--- config.mk ---
export PLATFORM = sky130hd
export DESIGN_NAME = spis_overrun_guard
export DESIGN_NICKNAME = d
export VERILOG_FILES = /design/src/rtl/spis_pkg.sv /design/src/rtl/spis_sync.sv /design/src/rtl/spis_shifter.sv /design/src/rtl/spis_rxbuf.sv /design/src/rtl/spis_overrun_guard.sv
export SDC_FILE = /design/constraint.sdc
export NUM_CORES = 1
export LEC_CHECK = 0
export ABC_AREA = 1
export BUFFER_PORTS_ARGS = -buffer_cell sky130_fd_sc_hd__clkbuf_2
export CAP_MARGIN = 5
export CORE_MARGIN = 2
export CORE_UTILIZATION = 48
export DETAILED_ROUTE_END_ITERATION = 8
export GPL_ROUTABILITY_DRIVEN = 0
export PLACE_DENSITY_LB_ADDON = 0.1
export REMOVE_ABC_BUFFERS = 1
export SLEW_MARGIN = 30
export SYNTH_ARGS = -nofsm -noshare
export SYNTH_HDL_FRONTEND = slang
export SYNTH_SLANG_ARGS = --single-unit
--- constraint.sdc ---
create_clock -name clk -period 2.75 [get_ports clk]
set_input_delay 0.275 -clock clk [delete_from_list [all_inputs] [get_ports clk]]
set_output_delay 0.275 -clock clk [all_outputs]
set_load 0.005 [all_outputs]
--- src/rtl/spis_pkg.sv ---
// Shared types for the SPI slave byte engine.
package spis_pkg;

    // Raw or synchronized serial pins, packed in a fixed order for the synchronizer.
    typedef struct packed {
        logic sck;
        logic mosi;
        logic ss_n;
    } spis_pins_t;

    localparam int PINS_W = $bits(spis_pins_t);

endpackage

--- src/rtl/spis_sync.sv ---
// Multi-bit flop-chain synchronizer.
// Each bit is an independent chain of STAGES flops. The chains are not
// coherent with each other; the callers rely only on per-bit settling.
// RST_VAL sets each bit's reset value, so that select can reset to
// the deselected state.
module spis_sync #(
    parameter int               WIDTH   = 3,
    parameter int               STAGES  = 2,
    parameter logic [WIDTH-1:0] RST_VAL = '0
) (
    input  logic             clk,
    input  logic             rst_n,
    input  logic [WIDTH-1:0] d_async,
    output logic [WIDTH-1:0] q_sync
);

    for (genvar b = 0; b < WIDTH; b++) begin : g_bit
        logic [STAGES-1:0] chain;

        // Shift the asynchronous bit through its flop chain.
        always_ff @(posedge clk) begin
            if (!rst_n) chain <= {STAGES{RST_VAL[b]}};
            else        chain <= {chain[STAGES-2:0], d_async[b]};
        end

        assign q_sync[b] = chain[STAGES-1];
    end

endmodule

--- src/rtl/spis_shifter.sv ---
// Frame engine: serial-clock edge detection, bit counter, receive shift
// register and transmit shift register.
// Assumes the inputs are already synchronized, and that every serial-clock
// phase lasts at least two local clocks after synchronization.
// The final count (DATA_W) lasts exactly one local clock.
module spis_shifter #(
    parameter int DATA_W = 8,
    parameter int CNT_W  = $clog2(DATA_W + 1)
) (
    input  logic              clk,
    input  logic              rst_n,
    input  logic              sck_s,
    input  logic              mosi_s,
    input  logic              ss_s,
    input  logic [DATA_W-1:0] tx_data,
    output logic              busy,
    output logic [CNT_W-1:0]  bit_cnt,
    output logic              sck_rise,
    output logic              frame_done,
    output logic [DATA_W-1:0] rx_word,
    output logic              miso_d,
    output logic              miso_oe
);

    localparam logic [CNT_W-1:0] LAST_CNT = CNT_W'(DATA_W);

    logic              sck_q;
    logic              sck_fall;
    logic [DATA_W-1:0] rx_sh;
    logic [DATA_W-1:0] tx_sh;

    // Previous synchronized serial-clock sample, used for edge detection.
    always_ff @(posedge clk) begin
        if (!rst_n) sck_q <= 1'b0;
        else        sck_q <= sck_s;
    end

    assign sck_rise   = sck_s & ~sck_q;
    assign sck_fall   = ~sck_s & sck_q;
    assign frame_done = busy && (bit_cnt == LAST_CNT);

    // Frame sequencing: start on the first rising edge, count, finish, or abort on deselect.
    always_ff @(posedge clk) begin
        if (!rst_n) begin
            busy    <= 1'b0;
            bit_cnt <= '0;
            rx_sh   <= '0;
            tx_sh   <= '0;
        end else if (ss_s) begin
            busy    <= 1'b0;
            bit_cnt <= '0;
            tx_sh   <= tx_data;
        end else if (frame_done) begin
            busy    <= 1'b0;
            bit_cnt <= '0;
            tx_sh   <= tx_data;
        end else if (!busy) begin
            tx_sh <= tx_data;
            if (sck_rise) begin
                busy    <= 1'b1;
                bit_cnt <= CNT_W'(1);
                rx_sh   <= {rx_sh[DATA_W-2:0], mosi_s};
            end
        end else begin
            if (sck_rise) begin
                bit_cnt <= bit_cnt + CNT_W'(1);
                rx_sh   <= {rx_sh[DATA_W-2:0], mosi_s};
            end
            if (sck_fall) begin
                tx_sh <= {tx_sh[DATA_W-2:0], 1'b0};
            end
        end
    end

    assign rx_word = rx_sh;
    assign miso_d  = tx_sh[DATA_W-1];
    assign miso_oe = ~ss_s;

endmodule

--- src/rtl/spis_rxbuf.sv ---
// Receive holding register with full flag, overrun guard and interrupt.
// A completed frame is accepted only when the register is empty or is
// being read in the same cycle. Otherwise the new word is dropped and
// the overrun flag is set. Setting the overrun flag wins over clearing it.
module spis_rxbuf #(
    parameter int DATA_W = 8
) (
    input  logic              clk,
    input  logic              rst_n,
    input  logic              frame_done,
    input  logic [DATA_W-1:0] rx_word,
    input  logic              rd_stb,
    input  logic              ovr_clr,
    input  logic              irq_en,
    output logic [DATA_W-1:0] rx_data,
    output logic              rx_full,
    output logic              ovr,
    output logic              irq
);

    logic accept;
    logic overrun;

    assign accept  = frame_done && (!rx_full || rd_stb);
    assign overrun = frame_done && rx_full && !rd_stb;

    // Holding register and full flag: load on accept, empty on read.
    always_ff @(posedge clk) begin
        if (!rst_n) begin
            rx_data <= '0;
            rx_full <= 1'b0;
        end else if (accept) begin
            rx_data <= rx_word;
            rx_full <= 1'b1;
        end else if (rd_stb) begin
            rx_full <= 1'b0;
        end
    end

    // Sticky overrun flag; set has priority over the software clear.
    always_ff @(posedge clk) begin
        if (!rst_n)       ovr <= 1'b0;
        else if (overrun) ovr <= 1'b1;
        else if (ovr_clr) ovr <= 1'b0;
    end

    assign irq = ovr & irq_en;

endmodule

--- src/rtl/spis_overrun_guard.sv ---
// SPI slave byte engine, top level.
// Mode: serial clock idles low, sampled on the rising edge.
// Assumes the local clock sees each serial-clock phase for at least
// SYNC_STAGES + 2 local clocks.
module spis_overrun_guard #(
    parameter int DATA_W      = 8,
    parameter int SYNC_STAGES = 2
) (
    input  logic              clk,
    input  logic              rst_n,
    input  logic              sck_in,
    input  logic              mosi_in,
    input  logic              ss_n_in,
    output logic              miso_d,
    output logic              miso_oe,
    input  logic [DATA_W-1:0] tx_byte,
    output logic [DATA_W-1:0] rx_byte,
    output logic              rx_full,
    input  logic              rd_stb,
    output logic              xfer_busy,
    output logic              ovr_flag,
    input  logic              ovr_clr,
    input  logic              irq_en,
    output logic              irq
);
    import spis_pkg::*;

    localparam int CNT_W = $clog2(DATA_W + 1);
    localparam spis_pins_t PIN_RST = '{sck: 1'b0, mosi: 1'b0, ss_n: 1'b1};

    spis_pins_t        pins_raw;
    spis_pins_t        pins_s;
    logic [CNT_W-1:0]  bit_cnt;
    logic              sck_rise;
    logic              frame_done;
    logic [DATA_W-1:0] rx_word;

    assign pins_raw = '{sck: sck_in, mosi: mosi_in, ss_n: ss_n_in};

    spis_sync #(
        .WIDTH   (PINS_W),
        .STAGES  (SYNC_STAGES),
        .RST_VAL (PIN_RST)
    ) i_sync (
        .clk     (clk),
        .rst_n   (rst_n),
        .d_async (pins_raw),
        .q_sync  (pins_s)
    );

    spis_shifter #(
        .DATA_W (DATA_W),
        .CNT_W  (CNT_W)
    ) i_shifter (
        .clk        (clk),
        .rst_n      (rst_n),
        .sck_s      (pins_s.sck),
        .mosi_s     (pins_s.mosi),
        .ss_s       (pins_s.ss_n),
        .tx_data    (tx_byte),
        .busy       (xfer_busy),
        .bit_cnt    (bit_cnt),
        .sck_rise   (sck_rise),
        .frame_done (frame_done),
        .rx_word    (rx_word),
        .miso_d     (miso_d),
        .miso_oe    (miso_oe)
    );

    spis_rxbuf #(
        .DATA_W (DATA_W)
    ) i_rxbuf (
        .clk        (clk),
        .rst_n      (rst_n),
        .frame_done (frame_done),
        .rx_word    (rx_word),
        .rd_stb     (rd_stb),
        .ovr_clr    (ovr_clr),
        .irq_en     (irq_en),
        .rx_data    (rx_byte),
        .rx_full    (rx_full),
        .ovr        (ovr_flag),
        .irq        (irq)
    );

endmodule

==> results.sh <==
export IMPL_dieArea_sq_mm=0.003926
export IMPL_first_iter_violations=78
export IMPL_finalNetCount=273
export IMPL_fmax_mhz=668.1
export IMPL_cts_sinks=38
export IMPL_viasPerCell=4.581
export IMPL_finalSetupViolations=0
export IMPL_rows=21
export IMPL_period_share_pct=54.43
export IMPL_hold_path_startpoint="mosi_in"
export IMPL_met3_length_um=132
export IMPL_cts_htree_levels=2
export IMPL_ys_top_cells_by_area="dfxtp_1 (46%), nand2_1 (10%), nor2_1 (9.8%), inv_1 (8.2%), nand3_1 (5.5%)"
export IMPL_syn_to_final_growth_pct=14.24
export IMPL_gr_total_overflow=0
export IMPL_cts_hold_buf=0
export IMPL_cts_setup_buffers=0
export IMPL_path_class="reg2reg"
export IMPL_route_detailed_drc=0
export IMPL_antenna_found_initial=0
export IMPL_num_io_pins=30
export IMPL_cp_start_kind="flip-flop"
export IMPL_power_frac_clock_pct=38.9
export IMPL_met2WireLength_um=1343
export IMPL_fill_cells=357
export IMPL_multi_input_area_sq_um=691.9
export IMPL_synth_warnings=0
export IMPL_arrival_ps=1750
export IMPL_die_x_um=62.66
export IMPL_setup_tns_ps=0
export IMPL_clk_latency_ps=340
export IMPL_synth_seq_cells=38
export IMPL_clock_skew_ps=16.32
export IMPL_cts_max_path_buffers=2
export IMPL_max_slew_margin_pct=60.32
export IMPL_combPwrFrac_pct=4.6
export IMPL_cts_reportedPaths_clkPinSlew_ps=120
export IMPL_startpoint="i_shifter.bit_cnt[0]"
export IMPL_post_cts_resized=0
export IMPL_yosysTopAreaCell="dfxtp_1"
export IMPL_place_hpwl_um=1999
export IMPL_cp_max_fo=16
export IMPL_drv_cap=0
export IMPL_cts_tree="done"
export IMPL_route_vias_total=1379
export IMPL_synth_avg_cell_area_sq_um=7.308
export IMPL_grt_max_degree=32
export IMPL_layout_commonest_cell="nand2_1"
export IMPL_diodes=0
export IMPL_io_buffers=29
export IMPL_p_sw_share_pct=21.29
export IMPL_crit_chain="inv_1 -> ha_1 -> nand3_2 -> nand2_2 -> nand2_1 -> nand3_1 -> nand2_1 -> inv_1"
export IMPL_root_buffer="clkbuf_4"
export IMPL_min_path_type="in2reg"
export IMPL_synth_top_area_share_pct=46.06
export IMPL_critPathSlowestCell="dfxtp_1"
export IMPL_p_sw_uw=214.7
export IMPL_core_area_sq_mm=0.003311
export IMPL_first_pass_iters=4
export IMPL_grt_pass1_vias=1274
export IMPL_peakVddDrop_mv=0.3370
export IMPL_synth_cell_type_count=24
export IMPL_r2r_start="i_shifter.bit_cnt[0]"
export IMPL_fin_crit_ps=1497
export IMPL_crit_required_ps=3010
export IMPL_total_leakage_power_nw=1.016
export IMPL_p_int_uw=793.8
export IMPL_slew_viol_final=0
export IMPL_p_seq_share_pct=56.4
export IMPL_slowest_delay_ps=400
export IMPL_grt_pass1_wl_um=5395
export IMPL_layout_common_cells="nand2_1 (44), nor2_1 (43), dfxtp_1 (38)"
export IMPL_tightest_slew_ps=595.2
export IMPL_drive_above_1_share_pct=18.82
export IMPL_synth_cell_area_sq_mm=0.001652
export IMPL_status="completed"
export IMPL_wl_um=2961
export IMPL_p_per_area_mw_per_mm2=534.5
export IMPL_yosysSeqAreaShare_pct=46.06
export IMPL_end_kind="flip-flop"
export IMPL_wl_met1_um=1436
export IMPL_start_util_pct=49.89
export IMPL_rsz0062_at_grt="false"
export IMPL_track_usage_pct=17.08
export IMPL_cts_buffers=5
export IMPL_fin_util_pct=56.99
export IMPL_top_layer="met4"
export IMPL_die_y_um=62.66
export IMPL_wl_per_cell_um=9.837
export IMPL_final_hold_viol_count=0
export IMPL_syn_inst=226
export IMPL_ant_nets=0
export IMPL_regArea_sq_um=760.7
stage by stage:
step | worst slack (ps) | cells | instance area (sq um) | hold slack [ps] | total power [mW]
after global placement | 1295 | 294 | 1805 | 397.5 | 0.6287
after CTS | 1247 | 301 | 1887 | 103.9 | 1.023
after detailed placement | 1248 | 294 | 1805 | 399.2 | 0.6287
after global routing | 1092 | 301 | 1887 | 102.3 | 1.052
after floorplan | 1443 | 219 | 1603 | 368.5 | 0.6051
final | 1253 | 301 | 1887 | 119.2 | 1.008
logic make-up after synthesis:
| family | synth area share (%) |
|---|---|
| AND/OR/NAND/NOR | 34.62 |
| buffers and inverters | 12.04 |
| flip-flops | 46.06 |
| AO/OA/AOI/OAI | 4.697 |
| XOR/XNOR | 1.061 |
| adder cells (fa/ha/maj) | 1.515 |
per-layer routing:
layer  global-route usage [%]  vias to the layer above
met5                        0                        -
met4                    5.833                        0
met3                    5.045                        6
met2                    29.03                       21
met1                    20.57                      601
li1                         -                      751
registers in the layout, summed over array words and instances, names as in the netlist:
register / cells
i_shifter.rx_word: 8
i_shifter.tx_sh: 8
i_shifter.sck_q: 1
i_rxbuf.ovr: 1
i_sync.g_bit.chain: 6
i_shifter.bit_cnt: 4
i_shifter.busy: 1
i_rxbuf.rx_data: 8
i_rxbuf.rx_full: 1
power groups by stage:
stage | clock network [mW] | registers (mW) | logic (mW)
finish | 0.393 | 0.569 | 0.0466
global route | 0.427 | 0.571 | 0.0538
CTS | 0.406 | 0.569 | 0.0473
detailed placement | 0 | 0.582 | 0.0470
global placement | 0 | 0.582 | 0.0468
floorplan | 0 | 0.581 | 0.0246
layout make-up:
cell class	count	area share [%]
repair buffers	29	7.692
clock inverters	1	1.592
clock buffers	6	2.719
inverters	40	7.958
well taps	46	3.050
multi-input cells	141	36.67
flip-flops and latches	38	40.32
Yosys cell counts (all sizes together):
cell type and count:
a21oi 5, o21ai 9, nor2 45, xnor2 1, buf 6, dfxtp 38
o21a 1, nand2 45, or2 2, nand4 10, xor2 1, ha 2
nand3 20, clkbuf 1, inv 40
worst paths after layout:
kind                                                  to  slack [ps]  cells after the start
worst min-delay path            i_sync.g_bit[1].chain[0]         120                      3
worst max-delay path                  i_shifter.tx_sh[6]        1250                      8
worst max register to register        i_shifter.tx_sh[6]        1250                      8
worst min register to register  i_sync.g_bit[1].chain[1]         420                      2
critical path, delay by kind of cell (launching register included):
| family | cells | cell delay [ps] |
|---|---|---|
| flip-flops | 1 | 400 |
| adder cells (fa/ha/maj) | 1 | 250 |
| buffers and inverters | 2 | 120 |
| AND/OR/NAND/NOR | 5 | 670 |
Note: power is estimated with default switching activity, not from simulation.
